File: src/rtl/moddown_pkg.sv
package moddown_pkg;

  localparam int REG_ADDR_W = 2;

  localparam logic [REG_ADDR_W-1:0] ADR_CTRL  = 2'd0;
  localparam logic [REG_ADDR_W-1:0] ADR_FLAG  = 2'd1;
  localparam logic [REG_ADDR_W-1:0] ADR_COUNT = 2'd2;

  // bit order is the programming model
  typedef struct packed {
    logic       irq_en;
    logic       reload;
    logic       rd_load;
    logic       cap_latch;
    logic       force_ld;
    logic       run;
    logic [1:0] psel;
  } ctrl_t;

endpackage

File: src/rtl/moddown_prescaler.sv
module moddown_prescaler #(
  parameter int PS_W = 4
) (
  input  logic       clk,
  input  logic       rst,
  input  logic       run,
  input  logic       restart,
  input  logic [1:0] psel,
  output logic       tick
);

  logic [PS_W-1:0] pcnt_q;
  logic [PS_W-1:0] limit;

  always_comb begin
    case (psel)
      2'd0:    limit = '0;
      2'd1:    limit = PS_W'(3);
      2'd2:    limit = PS_W'(7);
      default: limit = PS_W'(15);
    endcase
  end

  always_ff @(posedge clk) begin
    if (rst || !run || restart) begin
      pcnt_q <= '0;
    end else if (pcnt_q == limit) begin
      pcnt_q <= '0;
    end else begin
      pcnt_q <= pcnt_q + 1'b1;
    end
  end

  assign tick = run && !restart && (pcnt_q == limit);

endmodule

File: src/rtl/moddown_regs.sv
module moddown_regs
  import moddown_pkg::*;
#(
  parameter int CNT_W = 16,
  localparam int BE_W = CNT_W / 8
) (
  input  logic                  clk,
  input  logic                  rst,
  input  logic                  wr_en,
  input  logic [REG_ADDR_W-1:0] addr,
  input  logic [CNT_W-1:0]      wdata,
  input  logic [BE_W-1:0]       be,
  input  logic                  flag_set,
  output ctrl_t                 ctrl_q,
  output logic [CNT_W-1:0]      load_q,
  output logic                  commit,
  output logic [CNT_W-1:0]      commit_val,
  output logic                  ctrl_wr,
  output logic                  run_wr_val,
  output logic                  force_pulse,
  output logic                  flag_q
);

  logic cnt_sel;
  logic flag_clr;

  assign cnt_sel     = wr_en && (addr == ADR_COUNT);
  assign commit      = cnt_sel && be[0];
  assign ctrl_wr     = wr_en && (addr == ADR_CTRL) && be[0];
  assign run_wr_val  = wdata[2];
  assign force_pulse = ctrl_wr && wdata[3];
  assign flag_clr    = wr_en && (addr == ADR_FLAG) && be[0] && wdata[0];

  assign commit_val[7:0] = wdata[7:0];

  for (genvar g = 1; g < BE_W; g++) begin : g_lane
    logic [7:0] stage_q;
    always_ff @(posedge clk) begin
      if (rst) begin
        stage_q <= '0;
      end else if (cnt_sel && be[g] && !be[0]) begin
        stage_q <= wdata[g*8 +: 8];
      end
    end
    assign commit_val[g*8 +: 8] = be[g] ? wdata[g*8 +: 8] : stage_q;
  end

  always_ff @(posedge clk) begin
    if (rst) begin
      ctrl_q <= '0;
    end else if (ctrl_wr) begin
      ctrl_q          <= ctrl_t'(wdata[7:0]);
      ctrl_q.force_ld <= 1'b0;
    end
  end

  always_ff @(posedge clk) begin
    if (rst) begin
      load_q <= '0;
    end else if (commit) begin
      load_q <= commit_val;
    end
  end

  always_ff @(posedge clk) begin
    if (rst) begin
      flag_q <= 1'b0;
    end else if (flag_set) begin
      flag_q <= 1'b1;
    end else if (flag_clr) begin
      flag_q <= 1'b0;
    end
  end

endmodule

File: src/rtl/moddown_counter.sv
module moddown_counter #(
  parameter int CNT_W = 16
) (
  input  logic             clk,
  input  logic             rst,
  input  logic             run_eff,
  input  logic             tick,
  input  logic             load_now,
  input  logic [CNT_W-1:0] load_val,
  input  logic [CNT_W-1:0] reload_val,
  input  logic             reload_mode,
  output logic [CNT_W-1:0] cnt_q,
  output logic             flag_set
);

  localparam logic [CNT_W-1:0] ONE = {{(CNT_W-1){1'b0}}, 1'b1};

  logic at_zero;

  assign at_zero  = (cnt_q == '0);
  assign flag_set = run_eff && !load_now && tick && (cnt_q == ONE);

  always_ff @(posedge clk) begin
    if (rst || !run_eff) begin
      cnt_q <= '1;
    end else if (load_now) begin
      cnt_q <= load_val;
    end else if (tick) begin
      if (at_zero) begin
        cnt_q <= reload_mode ? reload_val : cnt_q;
      end else begin
        cnt_q <= cnt_q - ONE;
      end
    end
  end

endmodule

File: src/rtl/moddown_timer.sv
module moddown_timer
  import moddown_pkg::*;
#(
  parameter int CNT_W = 16,
  parameter int PS_W  = 4,
  localparam int BE_W = CNT_W / 8
) (
  input  logic                  clk,
  input  logic                  rst,
  input  logic                  bus_wr,
  input  logic                  bus_rd,
  input  logic [REG_ADDR_W-1:0] bus_addr,
  input  logic [CNT_W-1:0]      bus_wdata,
  input  logic [BE_W-1:0]       bus_be,
  output logic [CNT_W-1:0]      bus_rdata,
  output logic                  irq
);

  ctrl_t            ctrl_q;
  logic [CNT_W-1:0] load_q;
  logic             commit;
  logic [CNT_W-1:0] commit_val;
  logic             ctrl_wr;
  logic             run_wr_val;
  logic             force_pulse;
  logic             flag_q;
  logic             flag_set;
  logic [CNT_W-1:0] cnt_q;
  logic             run_eff;
  logic             load_now;
  logic [CNT_W-1:0] load_val;
  logic             tick;

  moddown_regs #(.CNT_W(CNT_W)) regs_i (
    .clk         (clk),
    .rst         (rst),
    .wr_en       (bus_wr),
    .addr        (bus_addr),
    .wdata       (bus_wdata),
    .be          (bus_be),
    .flag_set    (flag_set),
    .ctrl_q      (ctrl_q),
    .load_q      (load_q),
    .commit      (commit),
    .commit_val  (commit_val),
    .ctrl_wr     (ctrl_wr),
    .run_wr_val  (run_wr_val),
    .force_pulse (force_pulse),
    .flag_q      (flag_q)
  );

  assign run_eff  = ctrl_wr ? run_wr_val : ctrl_q.run;
  assign load_now = (commit && !ctrl_q.reload) || force_pulse;
  assign load_val = commit ? commit_val : load_q;

  moddown_prescaler #(.PS_W(PS_W)) ps_i (
    .clk     (clk),
    .rst     (rst),
    .run     (ctrl_q.run && run_eff),
    .restart (load_now),
    .psel    (ctrl_q.psel),
    .tick    (tick)
  );

  moddown_counter #(.CNT_W(CNT_W)) cnt_i (
    .clk         (clk),
    .rst         (rst),
    .run_eff     (run_eff),
    .tick        (tick),
    .load_now    (load_now),
    .load_val    (load_val),
    .reload_val  (load_q),
    .reload_mode (ctrl_q.reload),
    .cnt_q       (cnt_q),
    .flag_set    (flag_set)
  );

  always_ff @(posedge clk) begin
    if (rst) begin
      bus_rdata <= '0;
    end else if (bus_rd) begin
      case (bus_addr)
        ADR_CTRL:  bus_rdata <= {{(CNT_W-8){1'b0}}, ctrl_q};
        ADR_FLAG:  bus_rdata <= {{(CNT_W-1){1'b0}}, flag_q};
        ADR_COUNT: bus_rdata <= ctrl_q.rd_load ? load_q : cnt_q;
        default:   bus_rdata <= '0;
      endcase
    end
  end

  always_ff @(posedge clk) begin
    if (rst) begin
      irq <= 1'b0;
    end else begin
      irq <= flag_q && ctrl_q.irq_en;
    end
  end

endmodule

File: config.mk
export PLATFORM = sky130hd
export DESIGN_NAME = moddown_timer
export DESIGN_NICKNAME = d
export VERILOG_FILES = /design/src/rtl/moddown_pkg.sv /design/src/rtl/moddown_prescaler.sv /design/src/rtl/moddown_regs.sv /design/src/rtl/moddown_counter.sv /design/src/rtl/moddown_timer.sv
export SDC_FILE = /design/constraint.sdc
export NUM_CORES = 1
export LEC_CHECK = 0
export BUFFER_PORTS_ARGS = -buffer_cell sky130_fd_sc_hd__buf_2
export CAP_MARGIN = 20
export CORE_MARGIN = 4
export CORE_UTILIZATION = 60
export CTS_BUF_LIST = sky130_fd_sc_hd__clkbuf_8
export DETAILED_ROUTE_END_ITERATION = 7
export GPL_ROUTABILITY_DRIVEN = 0
export PLACE_DENSITY_LB_ADDON = 0.1
export SYNTH_ARGS = -nofsm -noshare
export SYNTH_HDL_FRONTEND = slang
export SYNTH_SLANG_ARGS = --single-unit
File: constraint.sdc
create_clock -name clk -period 3.4 [get_ports clk]
set_input_delay 0.34 -clock clk [delete_from_list [all_inputs] [get_ports clk]]
set_output_delay 0.34 -clock clk [all_outputs]
set_load 0.03 [all_outputs]
==> out/metrics.yaml <==
timing:
  rsz0062_at_grt: "false"
  skew_ps: 7.52
  hold_viol: 0
  worst_pin_slew_ps: 1050
  final.period_utilization: 0.808
  tns_ps: 0
  max_freq_mhz: 364
  drv_slew: 0
  period_needed_ps: 2750
  slew_headroom: 0.299
  finalSetupViolCount: 0
  hold_slack_ps: 223
  finalWorstSetupSlack_ps: 652
finish:
  drive_gt1_frac: 0.149
  final_cell_area_um2: 3920
  instances_no_fill: 535
  nets: 486
  fin_util: 0.699
  diodes: 0
  seqCellArea_um2: 1380
  area_growth_pct: 11.6
  fillers: 478
  multiInputGateArea_um2: 1970
synthesis:
  synth-seq-cells: 69
  synth_warnings: 0
  synth.distinct_cells: 52
  yosysTopAreaCell: "dfxtp_1"
  synth_ff_type: "dfxtp_1"
  postSynthCellCount: 432
  async_flop_share: 0
  syn_area_per_cell_um2: 8.13
  syn-num-nets: 460
  syn-cell-area_um2: 3510
  yosysSeqAreaShare: 0.393
  yosys.area.top_type_share: 0.393
  synth_edf_count: 0
  synth_area_leaders: "dfxtp_1 39%, mux2i_1 8.5%, a21oi_1 7.3%"
routing:
  drtIter0Drc: 230
  drt-total-wl_mm: 8.84
  vias: 3281
  wl_per_cell_um: 16.5
  vias_per_cell: 6.13
  ant_nets: 0
  drt_pass1_iterations: 4
  drc_errors: 0
floorplan:
  dieArea_um2: 7140
  io_pins: 41
  die_h_um: 84.5
  coreArea_um2: 5610
  die_x_um: 84.5
  row_count: 27
  start_util: 0.627
worst_setup_path:
  slowest_delay_ps: 630
  critPathKind: "reg -> reg"
  end_kind: "register"
  reg2reg_from: "cnt_i.cnt_q[1]"
  worstPathBufferInverterCount: 1
  path_cells: "inv_1 -> ha_1 -> or4b_2 -> or4_4 -> nor2_1 -> o21a_1 -> a221o_2"
  critical_path_required_ps: 3690
  critPathMaxFanout: 15
  cp-start-kind: "register"
  worstPathArrival_ps: 3040
  crit_family: "simple AND/OR/NAND/NOR gates"
  cp_slowest_cell: "or4_4"
  startpoint: "cnt_i.cnt_q[1]"
place:
  dpl.cell_count: 519
  numPortBuffers: 40
  dpl.hpwl_mm: 6.18
  post-place-ws_ps: 706
  dpl-instance-area_um2: 3700
cts:
  cts_setup_buffers: 0
  cts_sinks: 69
  htreeDepth: 3
  clockBufferDepth: 2
  cts_buffers: 9
  cts_tree: "yes"
  clkSlewWorstSetupHoldPaths_ps: 70
  cts-root-buf: "clkbuf_8"
  ctsHoldBuffers: 0
  clkLatencyLatePin_ps: 350
  ctsResizeCount: 0
min_path:
  worstHoldStart: "bus_rd"
  hp-class: "in -> reg"
global_routing:
  grt_pass1_wl_mm: 14.4
  grt_remaining_overflow: 0
  grt_pass1_vias: 2961
  grt_max_degree: 51
  track_usage: 0.248
  antenna_found_initial: 0
pwr:
  intPower_mw: 1.27
  leakagePower_nw: 1.52
  power_switching_mw: 0.415
  clkPwrFrac: 0.429
  comb_power_share: 0.078
  total_power_mw: 1.69
  powerDensity_nw_per_um2: 431
  pwr-share-seq: 0.493
  ir_drop_uv: 322
  p_sw_frac: 0.245
outcome:
  status: "completed"
run:
  drv_cap: 0
synthesized netlist by cell type (3+ instances only):
cell and number:
nand2b_1 3, nor3_1 4, dfxtp_1 69, o21ai_0 32
nor2_1 62, inv_1 5, nand2_1 35, a211o_1 10
buf_6 3, or3_1 7, xor2_1 6, buf_1 3
a21o_1 3, o21a_1 3, o211ai_1 7, ha_1 4
nand3_1 12, and3_1 4, or4_1 4, clkbuf_1 21
nor4_1 7, a21oi_1 51, xnor2_1 5, a211oi_1 5
buf_2 4, mux2i_1 30
worst reg2reg max path: stages (launching register included):
cell,delay [ps]
dfxtp_1,330
inv_1,120
ha_1,190
or4b_2,610
or4_4,630
nor2_1,210
o21a_1,390
a221o_2,220
final cells by class:
class | count | area share
Clock buffer | 9 | 0.0316
Clock inverter | 7 | 0.0233
Inverter | 5 | 0.00479
Multi-Input combinational cell | 327 | 0.502
Sequential cell | 69 | 0.352
Tap cell | 72 | 0.0230
Timing Repair Buffer | 46 | 0.0626
state kept, by name, summed over array words and instances, names as in the netlist:
register and count:
bus_rdata 16, cnt_i.cnt_q 16, regs_i.load_q 16, regs_i.g_lane.stage_q 8, regs_i.ctrl_q 7, ps_i.pcnt_q 4
irq 1, regs_i.flag_q 1
worst paths after layout:
path,depth (start not counted),end,slack [ps]
min,2,bus_rdata[0],220
max,7,cnt_i.cnt_q[1],650
max reg2reg,7,cnt_i.cnt_q[1],650
min reg2reg,2,bus_rdata[4],460
power groups by stage:
stage	clock network [mW]	logic [mW]	registers, mW
6_report	0.725	0.131	0.833
5_1_grt	0.764	0.144	0.835
4_1_cts	0.729	0.130	0.833
3_5_place_dp	0	0.130	0.852
3_3_place_gp	0	0.128	0.851
2_1_floorplan	0	0.0732	0.863
placed cells by master, fill, tap and decap left out, types with 3 or more instances in the layout:
cell,netlist,routed
a211o_1,10,10
a211oi_1,5,5
a21o_1,3,3
a21oi_1,51,51
and3_1,4,4
buf_2,4,40
buf_4,0,6
clkbuf_8,0,9
clkinvlp_4,0,3
dfxtp_1,69,69
ha_1,4,4
inv_1,5,6
mux2i_1,30,30
nand2_1,35,35
nand2b_1,3,3
nand3_1,12,12
nor2_1,62,62
nor3_1,4,4
nor4_1,7,7
o211ai_1,7,7
o21a_1,3,3
o21ai_0,32,32
or3_1,7,7
or4_1,4,4
xnor2_1,5,5
xor2_1,6,6
layer usage:
metal | global-route usage | part of all wire
met3 | 0.0510 | 0.078
met4 | 0.128 | 0.038
met1 | 0.342 | 0.46
met2 | 0.366 | 0.43
met5 | 0 | 0
cells by family (layout without fill, tap and decap cells):
kind of cell | Yosys count | after routing | share of synthesized area
xor+xnor | 11 | 11 | 0.0274
fa+ha+maj | 4 | 4 | 0.0142
mux | 30 | 30 | 0.0855
flops | 69 | 69 | 0.393
simple gates | 153 | 153 | 0.208
compound gates | 129 | 129 | 0.226
buf+inv | 36 | 67 | 0.0463
Note: power is estimated with default switching activity, not from simulation.
